File: src/rtl/scan_seq_pkg.sv
// Package: shared types for the compound scan sequencer.
// Assumes: nothing beyond IEEE 1800-2017.
package scan_seq_pkg;

    // Largest window count the sequencer is built for.
    localparam int MAX_WINDOWS = 8;

    // Loop controller state.
    typedef enum logic {
        S_IDLE = 1'b0,
        S_RUN  = 1'b1
    } seq_state_e;

endpackage

File: src/rtl/scan_loop_ctrl.sv
// Module: scan_loop_ctrl
// Does: holds the shared inner/outer loop counts and the two loop indices,
//       and issues the step strobes that every window unit follows.
// Assumes: counts of zero behave as one; configuration is taken only while idle,
//          and a start arriving together with a load is ignored.
module scan_loop_ctrl
    import scan_seq_pkg::*;
#(
    parameter int CW = 6
) (
    input  logic          clk,
    input  logic          rst_n,
    input  logic          cfg_load,
    input  logic [CW-1:0] cfg_inner_cnt,
    input  logic [CW-1:0] cfg_outer_cnt,
    input  logic          start,
    input  logic          stall,
    output logic          busy,
    output logic          adv,
    output logic          inner_wrap,
    output logic          restart,
    output logic          cfg_take,
    output logic          done
);

    localparam logic [CW-1:0] ONE  = {{(CW-1){1'b0}}, 1'b1};
    localparam logic [CW-1:0] ZERO = '0;

    seq_state_e    state_q;
    logic [CW-1:0] inner_last_q;
    logic [CW-1:0] outer_last_q;
    logic [CW-1:0] i_q;
    logic [CW-1:0] o_q;
    logic          last_pass;
    logic          done_q;

    assign cfg_take   = (state_q == S_IDLE) && cfg_load;
    assign restart    = (state_q == S_IDLE) && start && !cfg_load;
    assign busy       = (state_q == S_RUN);
    assign adv        = busy && !stall;
    assign inner_wrap = (i_q == inner_last_q);
    assign last_pass  = (o_q == outer_last_q);
    assign done       = done_q;

    // Capture the loop limits as last-index values.
    always_ff @(posedge clk) begin
        if (!rst_n) begin
            inner_last_q <= ZERO;
            outer_last_q <= ZERO;
        end else if (cfg_take) begin
            inner_last_q <= (cfg_inner_cnt == ZERO) ? ZERO : cfg_inner_cnt - ONE;
            outer_last_q <= (cfg_outer_cnt == ZERO) ? ZERO : cfg_outer_cnt - ONE;
        end
    end

    // Step the nested loop indices and the run state.
    always_ff @(posedge clk) begin
        if (!rst_n) begin
            state_q <= S_IDLE;
            i_q     <= ZERO;
            o_q     <= ZERO;
        end else if (restart) begin
            state_q <= S_RUN;
            i_q     <= ZERO;
            o_q     <= ZERO;
        end else if (adv) begin
            if (inner_wrap) begin
                i_q <= ZERO;
                if (last_pass) begin
                    state_q <= S_IDLE;
                end else begin
                    o_q <= o_q + ONE;
                end
            end else begin
                i_q <= i_q + ONE;
            end
        end
    end

    // Raise the end-of-scan pulse one cycle after the final step.
    always_ff @(posedge clk) begin
        if (!rst_n) begin
            done_q <= 1'b0;
        end else begin
            done_q <= adv && inner_wrap && last_pass;
        end
    end

endmodule

File: src/rtl/scan_win_unit.sv
// Module: scan_win_unit
// Does: stores one window's placement, step, size and role, and keeps its
//       current base address by adding the step or the outer shift.
// Assumes: the strobes come from scan_loop_ctrl; arithmetic wraps modulo 2^AW.
module scan_win_unit #(
    parameter int AW = 8,
    parameter int SW = 4
) (
    input  logic          clk,
    input  logic          rst_n,
    input  logic          cfg_take,
    input  logic [AW-1:0] cfg_sx,
    input  logic [AW-1:0] cfg_sy,
    input  logic [AW-1:0] cfg_dx,
    input  logic [AW-1:0] cfg_dy,
    input  logic [SW-1:0] cfg_w,
    input  logic [SW-1:0] cfg_h,
    input  logic          cfg_wr,
    input  logic [AW-1:0] shift_x,
    input  logic [AW-1:0] shift_y,
    input  logic          restart,
    input  logic          adv,
    input  logic          inner_wrap,
    output logic [AW-1:0] pos_x,
    output logic [AW-1:0] pos_y,
    output logic [SW-1:0] size_w,
    output logic [SW-1:0] size_h,
    output logic          role_wr
);

    logic [AW-1:0] sx_q, sy_q, dx_q, dy_q;
    logic [SW-1:0] w_q, h_q;
    logic          wr_q;
    logic [AW-1:0] row_x_q, row_y_q;
    logic [AW-1:0] cur_x_q, cur_y_q;
    logic [AW-1:0] next_row_x, next_row_y;

    assign next_row_x = row_x_q + shift_x;
    assign next_row_y = row_y_q + shift_y;

    assign pos_x   = cur_x_q;
    assign pos_y   = cur_y_q;
    assign size_w  = w_q;
    assign size_h  = h_q;
    assign role_wr = wr_q;

    // Hold this window's configuration.
    always_ff @(posedge clk) begin
        if (!rst_n) begin
            sx_q <= '0;
            sy_q <= '0;
            dx_q <= '0;
            dy_q <= '0;
            w_q  <= '0;
            h_q  <= '0;
            wr_q <= 1'b0;
        end else if (cfg_take) begin
            sx_q <= cfg_sx;
            sy_q <= cfg_sy;
            dx_q <= cfg_dx;
            dy_q <= cfg_dy;
            w_q  <= cfg_w;
            h_q  <= cfg_h;
            wr_q <= cfg_wr;
        end
    end

    // Track the pass origin and the current base address.
    always_ff @(posedge clk) begin
        if (!rst_n) begin
            row_x_q <= '0;
            row_y_q <= '0;
            cur_x_q <= '0;
            cur_y_q <= '0;
        end else if (restart) begin
            row_x_q <= sx_q;
            row_y_q <= sy_q;
            cur_x_q <= sx_q;
            cur_y_q <= sy_q;
        end else if (adv) begin
            if (inner_wrap) begin
                row_x_q <= next_row_x;
                row_y_q <= next_row_y;
                cur_x_q <= next_row_x;
                cur_y_q <= next_row_y;
            end else begin
                cur_x_q <= cur_x_q + dx_q;
                cur_y_q <= cur_y_q + dy_q;
            end
        end
    end

endmodule

File: src/rtl/compound_scan_seq.sv
// Module: compound_scan_seq (top)
// Does: runs NUM_WIN scan windows in lockstep under one two-level loop; the
//       outer loop shifts the inner pattern by a shared vector after each pass.
// Assumes: 1 <= NUM_WIN <= scan_seq_pkg::MAX_WINDOWS; buses are packed per
//          window, window w at [w*AW +: AW] (or [w*SW +: SW]).
module compound_scan_seq
    import scan_seq_pkg::*;
#(
    parameter int NUM_WIN = 3,
    parameter int AW      = 8,
    parameter int SW      = 4,
    parameter int CW      = 6
) (
    input  logic                  clk,
    input  logic                  rst_n,
    input  logic                  cfg_load,
    input  logic [NUM_WIN*AW-1:0] cfg_start_x,
    input  logic [NUM_WIN*AW-1:0] cfg_start_y,
    input  logic [NUM_WIN*AW-1:0] cfg_step_x,
    input  logic [NUM_WIN*AW-1:0] cfg_step_y,
    input  logic [NUM_WIN*SW-1:0] cfg_win_w,
    input  logic [NUM_WIN*SW-1:0] cfg_win_h,
    input  logic [NUM_WIN-1:0]    cfg_win_wr,
    input  logic [CW-1:0]         cfg_inner_cnt,
    input  logic [CW-1:0]         cfg_outer_cnt,
    input  logic [AW-1:0]         cfg_shift_x,
    input  logic [AW-1:0]         cfg_shift_y,
    input  logic                  start,
    input  logic                  stall,
    output logic [NUM_WIN*AW-1:0] win_x,
    output logic [NUM_WIN*AW-1:0] win_y,
    output logic [NUM_WIN*SW-1:0] win_w,
    output logic [NUM_WIN*SW-1:0] win_h,
    output logic [NUM_WIN-1:0]    win_wr,
    output logic                  valid,
    output logic                  busy,
    output logic                  done
);

    localparam int WIN_USED = (NUM_WIN > MAX_WINDOWS) ? MAX_WINDOWS : NUM_WIN;

    logic          adv, inner_wrap, restart, cfg_take;
    logic [AW-1:0] shift_x_q, shift_y_q;

    assign valid = adv;

    // Hold the outer shift vector shared by all windows.
    always_ff @(posedge clk) begin
        if (!rst_n) begin
            shift_x_q <= '0;
            shift_y_q <= '0;
        end else if (cfg_take) begin
            shift_x_q <= cfg_shift_x;
            shift_y_q <= cfg_shift_y;
        end
    end

    scan_loop_ctrl #(.CW(CW)) u_loop (
        .clk          (clk),
        .rst_n        (rst_n),
        .cfg_load     (cfg_load),
        .cfg_inner_cnt(cfg_inner_cnt),
        .cfg_outer_cnt(cfg_outer_cnt),
        .start        (start),
        .stall        (stall),
        .busy         (busy),
        .adv          (adv),
        .inner_wrap   (inner_wrap),
        .restart      (restart),
        .cfg_take     (cfg_take),
        .done         (done)
    );

    for (genvar w = 0; w < NUM_WIN; w++) begin : g_win
        if (w < WIN_USED) begin : g_on
            scan_win_unit #(.AW(AW), .SW(SW)) u_win (
                .clk       (clk),
                .rst_n     (rst_n),
                .cfg_take  (cfg_take),
                .cfg_sx    (cfg_start_x[w*AW +: AW]),
                .cfg_sy    (cfg_start_y[w*AW +: AW]),
                .cfg_dx    (cfg_step_x[w*AW +: AW]),
                .cfg_dy    (cfg_step_y[w*AW +: AW]),
                .cfg_w     (cfg_win_w[w*SW +: SW]),
                .cfg_h     (cfg_win_h[w*SW +: SW]),
                .cfg_wr    (cfg_win_wr[w]),
                .shift_x   (shift_x_q),
                .shift_y   (shift_y_q),
                .restart   (restart),
                .adv       (adv),
                .inner_wrap(inner_wrap),
                .pos_x     (win_x[w*AW +: AW]),
                .pos_y     (win_y[w*AW +: AW]),
                .size_w    (win_w[w*SW +: SW]),
                .size_h    (win_h[w*SW +: SW]),
                .role_wr   (win_wr[w])
            );
        end else begin : g_off
            assign win_x[w*AW +: AW] = '0;
            assign win_y[w*AW +: AW] = '0;
            assign win_w[w*SW +: SW] = '0;
            assign win_h[w*SW +: SW] = '0;
            assign win_wr[w]         = 1'b0;
        end
    end

endmodule

File: config.mk
export PLATFORM = sky130hd
export DESIGN_NAME = compound_scan_seq
export DESIGN_NICKNAME = d
export VERILOG_FILES = /design/src/rtl/scan_seq_pkg.sv /design/src/rtl/scan_loop_ctrl.sv /design/src/rtl/scan_win_unit.sv /design/src/rtl/compound_scan_seq.sv
export SDC_FILE = /design/constraint.sdc
export NUM_CORES = 1
export LEC_CHECK = 0
export BUFFER_PORTS_ARGS = -buffer_cell sky130_fd_sc_hd__clkbuf_2
export CELL_PAD_IN_SITES_DETAIL_PLACEMENT = 1
export CELL_PAD_IN_SITES_GLOBAL_PLACEMENT = 2
export CORE_MARGIN = 8
export CORE_UTILIZATION = 33
export DETAILED_ROUTE_END_ITERATION = 10
export HOLD_SLACK_MARGIN = 0.15
export PLACE_DENSITY_LB_ADDON = 0.1
export SKIP_LAST_GASP = 1
export SLEW_MARGIN = 20
export SYNTH_ARGS = -nofsm -noshare
export SYNTH_HDL_FRONTEND = slang
export SYNTH_SLANG_ARGS = --single-unit
File: constraint.sdc
create_clock -name clk -period 2.6 [get_ports clk]
set_input_delay 0.26 -clock clk [delete_from_list [all_inputs] [get_ports clk]]
set_output_delay 0.26 -clock clk [all_outputs]
set_load 0.02 [all_outputs]
Word level (Yosys, flattened, before mapping). Cells that the tools add are included.

Register bits: 261. Latch bits: 0. Bits in writable memories: 0. Bits in read-only memories: 0. Bits of input ports: 156. Output and inout port bits: 78. Word-level logic and storage cells: 122. Memories kept: 0.

$add $sub $neg: 16. $mul: 0. Div/mod/pow operators: 0. Order comparisons: 0. Equality and inequality tests: 2. Shift-type cells: 0. Mux-type cells: 43. Bitwise gates (word level): 3. Reduce and logical (&&, ||, !) cells: 17.

Operators with widths (number): $mux W8 (36); $add A8 B8 Y8 (12); $mux W6 (3); $add A6 B1 Y6 const B (2); $eq A6 B6 Y1 (2); $logic_not A6 Y1 (2); $sub A6 B1 Y6 const B (2); $logic_and A1 B1 Y1 (6); $reduce_and A3 Y1 (2); $reduce_bool A2 Y1 (3); $mux W1 (4); $not A1 Y1 (3); $logic_not A1 Y1 (2); $reduce_and A2 Y1 (1); $reduce_or A2 Y1 (1).

Longest topological paths before layout.
Depth in word-level cells: 5. Gate-level depth with buffers: 9. Mapped depth without buffers: 9.

Cells and area by module. A second synthesis with hierarchy kept.

Cells, all modules: 1574. Area total of the unflattened synthesis: 14089.8 um^2.

By module, submodules not included: scan_win_unit (g_win[1].g_on.u_win) (instances 1, cells an instance 461, area an instance 4073.9 um^2, sequential area each 1461.4 um^2); scan_win_unit (g_win[2].g_on.u_win) (instances 1, cells an instance 451, area an instance 4038.9 um^2, sequential area each 1461.4 um^2); scan_win_unit (g_win[0].g_on.u_win) (instances 1, cells an instance 448, area an instance 3955.0 um^2, sequential area each 1461.4 um^2); scan_loop_ctrl (instances 1, cells an instance 163, area an instance 1406.3 um^2, sequential area each 520.5 um^2); compound_scan_seq (instances 1, cells an instance 51, area an instance 615.6 um^2, sequential area each 320.3 um^2).

Worst setup path before layout. OpenSTA, ideal clock, no wires.

Path kind: reg-to-reg. Start: reg g_win[1].g_on.u_win.cur_x_q[0]. End: reg g_win[1].g_on.u_win.cur_x_q[6]. Setup time: 129 ps. Data arrival time: 2076 ps. Setup slack: 395 ps. Stages on the path, launching flop included: 10. Path buffers: 0. Clock period less this slack: 2205 ps. Cells stage by stage: dfxtp_1 ha_1 inv_1 fa_1 nor2b_1 o21ai_0 a21boi_0 mux2_2 o21ai_1 o211ai_1.

Cells in the longest elaborated chain, start to end: 4.

RTL lines: from (decl) (RTL line scan_win_unit.sv:35) `logic [AW-1:0] cur_x_q, cur_y_q;`; from (signal assigned) (RTL line scan_win_unit.sv:78) `cur_x_q <= sx_q;`; from (signal assigned) (RTL line scan_win_unit.sv:84) `cur_x_q <= next_row_x;`; from (signal assigned) (RTL line scan_win_unit.sv:87) `cur_x_q <= cur_x_q + dx_q;`; $add A8 B8 Y8 (RTL line scan_win_unit.sv:87); $mux W8 (RTL line scan_win_unit.sv:81) `if (inner_wrap) begin`; $mux W8 (RTL line scan_win_unit.sv:80) `end else if (adv) begin`; $mux W8 (RTL line scan_win_unit.sv:75) `end else if (restart) begin`.

No other way between the ends. The select of a mux whose other input is x is not followed. A chain may end at the register's enable or synchronous reset.

Worst setup path after layout.
Start: reg u_loop.state_q (netlist: u_loop.busy). End: out valid.

Cells in the longest elaborated chain, start to end: 1.

RTL lines: from (decl) (RTL line scan_loop_ctrl.sv:29) `seq_state_e state_q;`; from (signal assigned) (RTL line scan_loop_ctrl.sv:59) `state_q <= S_IDLE;`; from (signal assigned) (RTL line scan_loop_ctrl.sv:63) `state_q <= S_RUN;`; from (signal assigned) (RTL line scan_loop_ctrl.sv:70) `state_q <= S_IDLE;`; $logic_and A1 B1 Y1 (RTL line scan_loop_ctrl.sv:40) `assign adv = busy && !stall;`; to (decl) (RTL line compound_scan_seq.sv:35) `output logic valid,`.

No other way between the ends.

==> flow_metrics.py <==
metrics = {
    "outcome": {
        "outcome": "completed",
    },
    "placed_design": {
        "dp_hpwl_um": 38400,
        "place_congestion": 0.862,
        "place_inst": 2547,
        "numPortBuffers": 233,
    },
    "grt": {
        "grt-ovfl-total": 0,
        "grt_use_total_pct": 21.3,
        "grt_pass1_vias": 15082,
        "antenna_found_initial": 0,
        "grt_pass1_wl_um": 85700,
        "grt_max_degree": 157,
    },
    "power_and_ir_drop": {
        "power.density_nw_per_um2": 621,
        "power_leakage_nw": 7.81,
        "peakVddDrop_mv": 0.382,
    },
    "detailed_routing": {
        "drtIter0Drc": 661,
        "firstDrtPassIters": 5,
        "drtAntennaViolNets": 0,
        "vias_per_cell": 5.11,
        "drc": 0,
        "routedWlPerCell_um": 19.6,
        "routed_wl_um": 54000,
        "vias": 14087,
    },
    "cells_and_area": {
        "syn_to_final_growth_pct": 31.4,
        "fin_nets": 2406,
        "final_cells": 2757,
        "diodes": 0,
        "drive_gt1_share_pct": 16.7,
        "fill_cells": 5104,
    },
    "cts": {
        "post-cts-setup-buffer-count": 0,
        "cts_buffer_depth": 3,
        "cts_tree": "done",
        "clockRootBuffer": "clkbuf_16",
        "cts_sinks": 261,
        "insertion_delay_ns": 0.54,
        "htreeDepth": 2,
        "clkTransAtPathRegs_ns": 0.05,
        "cts-buffers-inserted": 35,
    },
    "sta": {
        "slew_viol_final": 0,
        "min_period_ns": 2.32,
        "setup_viol": 0,
        "fin_worst_skew_ns": 0.0263,
        "clock.fmax_mhz": 431,
        "fin_setup_tns_ns": 0,
        "fin_crit_sh_pct": 89.2,
        "tightest_slew_ns": 0.866,
        "hold_viol_final": 0,
        "rsz0062_at_grt": "no",
        "slew_headroom_pct": 42.3,
    },
    "critical_path": {
        "r2r_start": "shift_x_q[0]$_SDFFE_PN0P_",
        "timing.critical_path.from_type": "flop",
        "endpoint_kind": "output port",
        "worstSetupPathType": "flop to output port",
        "r2r_cells": 10,
        "worstPathArrival_ns": 2.06,
        "crit_required_ns": 2.34,
        "critPathMaxFanout": 12,
        "timing.rr.end": "g_win[1].g_on.u_win.row_x_q[6]$_SDFFE_PN0P_",
        "reg2reg_slack_ns": 0.30,
    },
    "worst_hold_path": {
        "hold_depth": 5,
        "min_from": "cfg_outer_cnt[1]",
        "hold_class": "input pin to flop",
        "hold_end": "u_loop.outer_last_q[3]$_SDFFE_PN0P_",
    },
    "floorplanning": {
        "fp.coreArea_um2": 42900,
        "ioPinCount": 234,
        "std_cell_rows": 76,
        "start_util_pct": 33.3,
        "dieArea_um2": 50200,
        "fp.dieW_um": 224,
        "die_h_um": 224,
    },
    "synth": {
        "mappedNetlistArea_um2": 14300,
        "synthFlopType": "dfxtp_1",
        "yosysMostFrequentCell": "nand2_1",
        "synthArstFlopShare_pct": 0,
        "synth_edf_count": 0,
        "netlist_instances": 1790,
        "postSynthAreaPerCell_um2": 7.97,
        "syn_nets": 2048,
        "synth_warnings": 0,
        "synth_top_area_share_pct": 36.6,
        "synth_area_leaders": "dfxtp_1, nand2_1, a21oi_1",
        "synth_common_cells": "nand2_1, dfxtp_1, a21oi_1",
        "ys_ff_latch": 261,
        "yosysSeqAreaShare_pct": 36.6,
        "netlist-cell-type-count": 83,
        "post-synth-top-area-cell": "dfxtp_1",
    },
    "flow_run": {
        "maxCapViolations": 0,
    },
}
[metrics by stage]
| stage | total power (W) | setup slack [ns] | cell area, µm² | hold slack [ns] | util (%) |
|---|---|---|---|---|---|
| after floorplan | 0.00578 | 0.395 | 14300 | 0.396 | - |
| after global placement | 0.00652 | 0.234 | 16100 | 0.442 | 37.5 |
| after detailed placement | 0.00656 | 0.285 | 16100 | 0.450 | 37.5 |
| after CTS | 0.0118 | 0.187 | 18700 | 0.185 | 43.7 |
| after global routing | 0.0122 | 0.105 | 18700 | 0.226 | 43.7 |
| final | 0.0116 | 0.282 | 18700 | 0.194 | 43.7 |
[layout by cell type (no fill, tap or decap), types with 6 or more instances in the layout]
cell	netlist	routed
nor2_1	86	84
o21ai_1	10	10
o21a_1	17	17
mux2i_1	12	12
clkbuf_1	54	6
buf_4	8	35
a31oi_1	19	19
a221oi_1	17	17
fa_1	12	12
o311ai_0	7	7
xor2_1	28	28
o21ai_0	47	47
clkbuf_8	1	8
xnor2_1	39	39
nand3_1	32	32
o211ai_1	20	20
or3_1	13	13
nor3_1	51	51
a21oi_1	235	235
ha_1	90	90
a21o_1	12	12
a22oi_1	47	47
nand2_1	403	403
clkbuf_2	0	233
clkinv_2	0	7
dlygate4sd3_1	0	149
nand2b_1	14	13
dfxtp_1	261	261
inv_1	66	66
nor3b_1	8	8
nor2b_1	28	27
clkbuf_16	0	37
o21bai_1	7	7
a21boi_0	8	7
[flip-flops by register name, indices dropped and copies added (netlist names), 8 cells and up]
register / cells
g_win.g_on.u_win.dx_q: 24
g_win.g_on.u_win.dy_q: 24
g_win.g_on.u_win.pos_x: 24
g_win.g_on.u_win.pos_y: 24
g_win.g_on.u_win.row_x_q: 24
g_win.g_on.u_win.row_y_q: 24
g_win.g_on.u_win.sx_q: 24
g_win.g_on.u_win.sy_q: 24
g_win.g_on.u_win.size_h: 12
g_win.g_on.u_win.size_w: 12
shift_x_q: 8
shift_y_q: 8
[power breakdown]
group          switching, W  internal, W  total (W)
clock               0.00189      0.00311    0.00500
combinational       0.00127     0.000888    0.00216
sequential         0.000242      0.00424    0.00448
[critical path: stages, from the launching register on]
cell and delay, ns:
dfxtp_1 0.54, nand2b_2 0.17, inv_2 0.32, buf_4 0.28
clkbuf_2 0.20
[timing repair]
action                                  4_1_cts  5_1_grt
resized for setup                             0        1
hold endpoints to repair                    149        0
hold buffers                                149        0
endpoints found under the setup margin        0        1
[how the worst max path moves through the flow]
stage / start / end / cells after the start
6_report: u_loop.busy$_SDFFE_PN0P_ / valid / 4
5_1_grt: g_win[2].g_on.u_win.pos_x[0]$_SDFFE_PN0P_ / g_win[2].g_on.u_win.pos_x[6]$_SDFFE_PN0P_ / 9
4_1_cts: g_win[2].g_on.u_win.pos_x[0]$_SDFFE_PN0P_ / g_win[2].g_on.u_win.pos_x[6]$_SDFFE_PN0P_ / 9
3_5_place_dp: g_win[2].g_on.u_win.pos_x[0]$_SDFFE_PN0P_ / g_win[2].g_on.u_win.pos_x[6]$_SDFFE_PN0P_ / 9
3_3_place_gp: g_win[2].g_on.u_win.pos_x[1]$_SDFFE_PN0P_ / g_win[2].g_on.u_win.pos_x[7]$_SDFFE_PN0P_ / 8
2_1_floorplan: g_win[1].g_on.u_win.pos_x[0]$_SDFFE_PN0P_ / g_win[1].g_on.u_win.pos_x[6]$_SDFFE_PN0P_ / 9
[cell families (layout without fill, tap and decap cells)]
logic type	Yosys count	count (layout)	share of synthesized area, %
simple gates	683	683	21.7
compound gates	487	487	21.0
fa+ha+maj	102	102	9.57
mux	15	15	1.08
buf+inv	169	551	5.23
xor+xnor	73	73	4.88
flops	261	261	36.6
[routing by layer]
| metal | global-route usage (%) | vias up | wire, µm |
|---|---|---|---|
| met5 | 0 | - | 0 |
| met4 | 6.73 | 0 | 1340 |
| met3 | 3.17 | 71 | 1840 |
| met2 | 36.5 | 241 | 25900 |
| met1 | 27.4 | 6830 | 24900 |
| li1 | - | 6945 | - |
[cell type report]
| cell class | count | area, µm² | share of cell area, % |
|---|---|---|---|
| Multi-Input combinational cell | 1360 | 8330 | 44.4 |
| Sequential cell | 261 | 5230 | 27.9 |
| Timing Repair Buffer | 422 | 3020 | 16.1 |
| Clock buffer | 51 | 1060 | 5.65 |
| Tap cell | 585 | 732 | 3.90 |
| Inverter | 68 | 260 | 1.39 |
| Clock inverter | 10 | 125 | 0.667 |
Power figures use the tool's default switching activity.
